--- config.mk ---
export PLATFORM = sky130hd
export DESIGN_NAME = mem_map_decoder
export DESIGN_NICKNAME = d
export VERILOG_FILES = /design/src/rtl/mem_map_decoder.sv
export SDC_FILE = /design/constraint.sdc
export NUM_CORES = 1
export LEC_CHECK = 0
export BUFFER_PORTS_ARGS = -buffer_cell sky130_fd_sc_hd__buf_2
export CAP_MARGIN = 20
export CORE_UTILIZATION = 37
export CTS_BUF_LIST = sky130_fd_sc_hd__clkbuf_8
export CTS_CLUSTER_DIAMETER = 200
export DETAILED_ROUTE_END_ITERATION = 12
export HOLD_SLACK_MARGIN = 0.15
export PLACE_DENSITY = 0.88
export RECOVER_POWER = 100
export REMOVE_ABC_BUFFERS = 1
export SETUP_SLACK_MARGIN = 0.3
export SYNTH_ARGS = -nofsm -noshare
export SYNTH_HDL_FRONTEND = slang
export SYNTH_SLANG_ARGS = --single-unit
--- constraint.sdc ---
create_clock -name clk -period 2.4 [get_ports clk]
set_clock_uncertainty 0.1 [all_clocks]
set_input_delay 0.24 -clock clk [delete_from_list [all_inputs] [get_ports clk]]
set_output_delay 0.24 -clock clk [all_outputs]
set_load 0.01 [all_outputs]
--- src/rtl/mem_map_decoder.sv ---
module mem_map_decoder #(
  parameter int DW = 8,
  parameter int LW = 15
) (
  input  logic          clk,
  input  logic          rst_n,
  input  logic [15:0]   addr,
  input  logic          wr_en,
  input  logic          boot_en,
  input  logic [1:0]    ppu_mode,
  input  logic [DW-1:0] boot_rdata,
  input  logic [DW-1:0] cart_rdata,
  input  logic [DW-1:0] vram_rdata,
  input  logic [DW-1:0] xram_rdata,
  input  logic [DW-1:0] wram0_rdata,
  input  logic [DW-1:0] wramx_rdata,
  input  logic [DW-1:0] oam_rdata,
  input  logic [DW-1:0] io_rdata,
  input  logic [DW-1:0] hram_rdata,
  output logic          sel_boot,
  output logic          sel_cart,
  output logic          sel_vram,
  output logic          sel_xram,
  output logic          sel_wram0,
  output logic          sel_wramx,
  output logic          sel_oam,
  output logic          sel_gap,
  output logic          sel_io,
  output logic          sel_hram,
  output logic [LW-1:0] loc_addr,
  output logic          mem_we,
  output logic [DW-1:0] rd_data
);

  localparam int NRG = 10;
  localparam logic [DW-1:0] BLOCKED = '1;
  localparam logic [1:0] MODE_XFER = 2'd3;

  typedef enum logic [3:0] {
    RG_BOOT, RG_CART, RG_VRAM, RG_XRAM, RG_WRAM0,
    RG_WRAMX, RG_OAM, RG_GAP, RG_IO, RG_HRAM
  } region_t;

  region_t       region, rd_region;
  logic          read_ok, rd_ok;
  logic [NRG-1:0] sel_bus;

  always_comb begin
    if (addr < 16'h8000)
      region = (boot_en && !wr_en && addr < 16'h0100) ? RG_BOOT : RG_CART;
    else if (addr < 16'hA000) region = RG_VRAM;
    else if (addr < 16'hC000) region = RG_XRAM;
    else if (addr < 16'hD000) region = RG_WRAM0;
    else if (addr < 16'hE000) region = RG_WRAMX;
    else if (addr < 16'hFE00) region = addr[12] ? RG_WRAMX : RG_WRAM0;
    else if (addr < 16'hFEA0) region = RG_OAM;
    else if (addr < 16'hFF00) region = RG_GAP;
    else if (addr < 16'hFF80) region = RG_IO;
    else                      region = RG_HRAM;
  end

  for (genvar i = 0; i < NRG; i++) begin : g_sel
    assign sel_bus[i] = (region == region_t'(i));
  end

  assign sel_boot  = sel_bus[RG_BOOT];
  assign sel_cart  = sel_bus[RG_CART];
  assign sel_vram  = sel_bus[RG_VRAM];
  assign sel_xram  = sel_bus[RG_XRAM];
  assign sel_wram0 = sel_bus[RG_WRAM0];
  assign sel_wramx = sel_bus[RG_WRAMX];
  assign sel_oam   = sel_bus[RG_OAM];
  assign sel_gap   = sel_bus[RG_GAP];
  assign sel_io    = sel_bus[RG_IO];
  assign sel_hram  = sel_bus[RG_HRAM];

  always_comb begin
    loc_addr = '0;
    unique case (region)
      RG_BOOT, RG_CART:   loc_addr = LW'(addr[14:0]);
      RG_VRAM, RG_XRAM:   loc_addr = LW'(addr[12:0]);
      RG_WRAM0, RG_WRAMX: loc_addr = LW'(addr[11:0]);
      RG_OAM, RG_GAP:     loc_addr = LW'(addr[7:0]);
      default:            loc_addr = LW'(addr[6:0]);
    endcase
  end

  always_comb begin
    unique case (region)
      RG_VRAM: read_ok = (ppu_mode != MODE_XFER);
      RG_OAM:  read_ok = !ppu_mode[1];
      RG_GAP:  read_ok = 1'b0;
      default: read_ok = 1'b1;
    endcase
  end

  assign mem_we = wr_en && (region != RG_GAP);

  always_ff @(posedge clk or negedge rst_n) begin
    if (!rst_n) begin
      rd_region <= RG_GAP;
      rd_ok     <= 1'b0;
    end else begin
      rd_region <= region;
      rd_ok     <= read_ok;
    end
  end

  always_comb begin
    rd_data = BLOCKED;
    if (rd_ok) begin
      unique case (rd_region)
        RG_BOOT:  rd_data = boot_rdata;
        RG_CART:  rd_data = cart_rdata;
        RG_VRAM:  rd_data = vram_rdata;
        RG_XRAM:  rd_data = xram_rdata;
        RG_WRAM0: rd_data = wram0_rdata;
        RG_WRAMX: rd_data = wramx_rdata;
        RG_OAM:   rd_data = oam_rdata;
        RG_IO:    rd_data = io_rdata;
        RG_HRAM:  rd_data = hram_rdata;
        default:  rd_data = BLOCKED;
      endcase
    end
  end

endmodule

After elaboration in Yosys (flattened, before gate mapping)
Index checks and enable logic that the tools add are counted.
{"block": "word_totals", "register_bits": 5, "word_cells": 57}
{"block": "classes", "n_mux": 15, "magnitude_cmp": 10, "eq_ne": 19, "reduce_logical": 11}
{"operator": "$lt 16x16->1 const B", "n": 9}
{"operator": "$pmux 8 s9", "n": 1}
{"operator": "$pmux 15 s4", "n": 1}
{"operator": "$mux 4", "n": 8}
{"operator": "$eq 4x3->1 const B", "n": 7}
{"operator": "$eq 4x2->1 const B", "n": 4}
{"operator": "$eq 4x4->1 const B", "n": 4}
{"operator": "$lt 16x9->1 const B", "n": 1}
{"operator": "$eq 4x1->1 const B", "n": 2}
{"operator": "$logic_not 4->1", "n": 2}
{"operator": "$mux 8", "n": 1}
{"operator": "$reduce_or 2->1", "n": 4}
{"operator": "$ne 4x3->1 const B", "n": 1}
{"operator": "$logic_and 1x1->1", "n": 3}
{"operator": "$mux 1", "n": 3}
{"operator": "$pmux 1 s3", "n": 1}
{"operator": "$logic_not 1->1", "n": 2}
{"operator": "$ne 2x2->1 const B", "n": 1}

Depth between registers and ports, before layout
{"block": "logic_depth", "ltp_word": 13, "ltp_mapped": 7}

Worst setup path after synthesis
OpenSTA, ideal clock, no wires.
{"block": "synth_timing", "kind": "reg-to-output", "start": "reg rd_region[0]", "end": "out rd_data[4]", "path_stages_with_launch": 5, "setup_slack_ns": 0.433, "path_buffers": 1, "arrival_time_ns": 1.627, "required_ns": 2.060, "cell_sequence": "dfstp_2 -> buf_2 -> nor2b_1 -> a221oi_1 -> o311ai_0"}
{"block": "synth_via", "elab_chain_cells": 3, "word_cells_on_any_way": 11, "cone_classes": "eq/ne: 8; mux: 2; reduce/logical: 1"}
{"item": "from (decl)", "line": "44", "rtl": "region_t region, rd_region;"}
{"item": "from (signal assigned)", "line": "104", "rtl": "rd_region <= region;"}
{"item": "$eq 4x4->1, or another cell as far along", "line": "112", "rtl": "unique case (rd_region)"}
{"item": "$pmux 8 s9 (*)", "line": "112"}
{"item": "$mux 8 (*)", "line": "111", "rtl": "if (rd_ok) begin"}
{"item": "to (decl)", "line": "32", "rtl": "output logic [DW-1:0] rd_data"}
Every way passes the cells marked *; elsewhere a longest branch is shown, timed or not.

Final worst setup path
{"block": "layout_timing", "start": "reg rd_region[0]", "end": "out rd_data[6]"}
The elaborated chain is that of the path after synthesis.

==> out/qor.log <==
qor: critical_path.crit_slowest_cell sky130_fd_sc_hd__dfstp_4
qor: clock_tree.tritoncts done
qor: timing.slew_viol_final 0
qor: detailed_routing.routed_wire_length_per_instance 15.4 um
qor: synth.ys_warn_count 0
qor: final_layout.final_design_area_no_fill 1960 sq um
qor: placement.buffer_ports.inserted 117
qor: final_layout.register_cell_area_after_layout 140 sq um
qor: timing.layout_worst_path_cycle_share 0.968
qor: final_layout.layout-drive-gt1-share 0.455
qor: die.fp.dieArea 3580 sq um
qor: job.max_cap_violations 0
qor: placement.dp.cells 319
qor: timing.unrepaired_setup_endpoints_after_global_routing true
qor: clock_tree.clock_path_buffers 2
qor: detailed_routing.antenna_left 0
qor: synth.number_of_distinct_library_cells_after_synthesis 50
qor: die.chipWidth 59.9 um
qor: synth.netlist.top_cell.by_area sky130_fd_sc_hd__nor2b_1
qor: global_routing.global_route.overflow_total 0
qor: detailed_routing.wirelength 5.16 mm
qor: global_routing.grt_antenna_before_repair 0
qor: die.pin_count 128
qor: critical_path.critical-path-max-stage-delay 0.49 ns
qor: detailed_routing.remaining_drc_errors 0
qor: final_layout.fillers 298
qor: timing.totalNegativeSetupSlack 0 ns
qor: critical_path.path_common_cell sky130_fd_sc_hd__buf_6
qor: timing.finalHoldViolations 0
qor: die.floorplan.initialDensity 0.399
qor: synth.synth_seq_area_share 0.104
qor: clock_tree.cts_htree_levels 1
qor: timing.setup_violators_final 0
qor: critical_path.path_max_fanout 10
qor: synth.synth-edff-count 0
qor: placement.detailed_place.area 1800 sq um
qor: min_path.hp-start ppu_mode[0]
qor: die.core-area 3100 sq um
qor: synth.synth_cells 170
qor: clock_tree.clockRootBuffer sky130_fd_sc_hd__clkbuf_8
qor: final_layout.layoutNonFillerInstCount 334
qor: timing.relSlewSlack 0.496
qor: critical_path.endpoint_kind output port
qor: global_routing.grt_pass1_wl 7.22 mm
qor: synth.syn-cell-area 1240 sq um
qor: final_layout.utilization_of_the_core_after_routing 0.630
qor: critical_path.path_class reg2out
qor: timing.tightest_slew 0.750 ns
qor: clock_tree.cts-buffers-inserted 3
qor: synth.postSynth.asyncResetShare 1.00
qor: critical_path.critical_path.startpoint_type register
qor: final_layout.layout.nets 385
qor: placement.gp_congestion 0.896
qor: timing.fmax 0.430 GHz
qor: critical_path.worst-endpoint-arrival 1.98 ns
qor: critical_path.path_delay_family simple AND/OR/NAND/NOR gates
qor: power.power.density 287 nW/um^2
qor: placement.dp.final_hpwl 3.53 mm
qor: global_routing.maximum_number_of_pins_on_one_net_before_global_route_repair 22
qor: power.vdd_drop_max 0.000155 V
qor: critical_path.wp_buf_inv 3
qor: timing.final.min_clock_period 2.32 ns
qor: synth.yosys.area.top_type_share 0.0758
qor: synth.ys_dominant_reg_cell sky130_fd_sc_hd__dfstp_2
qor: detailed_routing.drt_iter0_drc 343
qor: detailed_routing.post_drt_via_cell_ratio 5.90
qor: final_layout.areaGrowthSynthToFinish 57.9%
qor: critical_path.timing.critical_path.required 2.06 ns
qor: clock_tree.clk_pin_slew_worst_paths 0.03 ns
qor: synth.synth_most_common_cell sky130_fd_sc_hd__nor2b_1
qor: min_path.hold_end rd_ok$_DFF_PN0_
qor: detailed_routing.via_count 1,969
qor: synth.ys_top_cells_by_area sky130_fd_sc_hd__nor2b_1 7.6%, sky130_fd_sc_hd__buf_4 7.3%, sky130_fd_sc_hd__mux2i_1 6.5%, sky130_fd_sc_hd__dfstp_2 6.4%, sky130_fd_sc_hd__a22oi_1 4.8%
qor: status.status finished, final reports clean
qor: die.core.rowCount 20
qor: synth.yosys_register_bits 5
qor: min_path.worstHoldPathCells 3
qor: die.dieHeight 59.9 um
qor: global_routing.groute.usage.overall 0.267
qor: synth.avgSynthCellArea 7.29 sq um
qor: power.p_leak 0.000932 uW
qor: final_layout.multi_input_comb_area 985 sq um
qor: detailed_routing.detail_route.first_pass.iterations 5
qor: clock_tree.clock_sink_count 5
qor: min_path.min-delay-path-class in2reg
qor: synth.synth_common_cells 15 x sky130_fd_sc_hd__nor2b_1, 14 x sky130_fd_sc_hd__nor2_1, 12 x sky130_fd_sc_hd__buf_4
qor: critical_path.sequence_of_cells_on_the_critical_path buf_6 -> buf_6 -> and3_1 -> a21oi_1 -> o22ai_1 -> or4_1 -> buf_2
qor: global_routing.first_global_vias 1,703
qor: final_layout.antenna_cells_inserted 0
report_power, final:
group | internal, uW | switching [uW] | total, uW
clock | 109 | 38.0 | 147
sequential | 92.4 | 8.77 | 101
combinational | 155 | 158 | 312
logic make-up (layout without fill, tap and decap cells):
kind of cell	after synthesis	in the layout	synth area share
AOI/OAI and AO/OA	49	49	0.295
buffers and inverters	25	145	0.125
muxes	14	14	0.119
DFF	5	5	0.104
and+or+nand+nor	77	77	0.357
sequential cells by signal (all words and copies together), names as in the netlist:
| signal | count |
|---|---|
| rd_ok | 1 |
| rd_region | 4 |
what timing repair did:
action	4_1_cts	5_1_grt
setup buffers	7	3
pin swaps	2	0
cloned	0	0
hold endpoints to repair	5	0
setup endpoints to repair	8	8
resized for setup	12	14
hold buffers	1	0
area by class of cell:
| class | instances | share of cell area |
|---|---|---|
| well taps | 44 | 0.0282 |
| flip-flops and latches | 5 | 0.0717 |
| inverters | 5 | 0.00960 |
| clock buffers | 3 | 0.0211 |
| multi-input cells | 140 | 0.504 |
| repair buffers | 136 | 0.364 |
| clock inverters | 1 | 0.00192 |
worst max path at each step:
stage,end,cells after the start,from
2_1_floorplan,rd_data[2],4,rd_region[2]$_DFF_PN1_
3_3_place_gp,rd_data[6],5,rd_region[3]$_DFF_PN0_
3_5_place_dp,rd_data[6],5,rd_region[3]$_DFF_PN0_
4_1_cts,rd_data[2],5,rd_region[2]$_DFF_PN1_
5_1_grt,rd_data[6],7,rd_region[0]$_DFF_PN1_
6_report,rd_data[6],7,rd_region[0]$_DFF_PN1_
layer usage:
layer | part of all wire | GRT usage | up-vias | wire length [um]
met3 | 0.13 | 0.0952 | 36 | 674
met2 | 0.48 | 0.467 | 184 | 2480
met1 | 0.33 | 0.256 | 863 | 1720
met5 | 0 | 0 | - | 0
met4 | 0.055 | 0.196 | 0 | 286
li1 | - | - | 886 | -
stage by stage:
step | hold WS, ns | worst slack [ns] | total power, uW
after detailed placement | -0.0413 | 0.200 | 375
after global placement | -0.0456 | 0.245 | 371
final | 0.210 | 0.0766 | 561
after CTS | 0.206 | 0.105 | 548
after global routing | 0.228 | -0.172 | 594
after floorplan | -0.156 | 0.170 | 229
placed cells by master, fill, tap and decap left out, drive strengths merged, types with 3 or more instances in the layout:
cell / instances
a32oi: 3
nor2b: 15
dfstp: 3
buf: 107
nor2: 14
mux2: 6
nor3: 9
and2: 5
a22oi: 8
mux2i: 8
o21ai: 3
a21oi: 8
a22o: 4
nand2: 8
nand3: 4
o22ai: 3
clkbuf: 31
a221oi: 3
and3: 4
or4: 3
inv: 6
(Power assumes the default switching activity.)
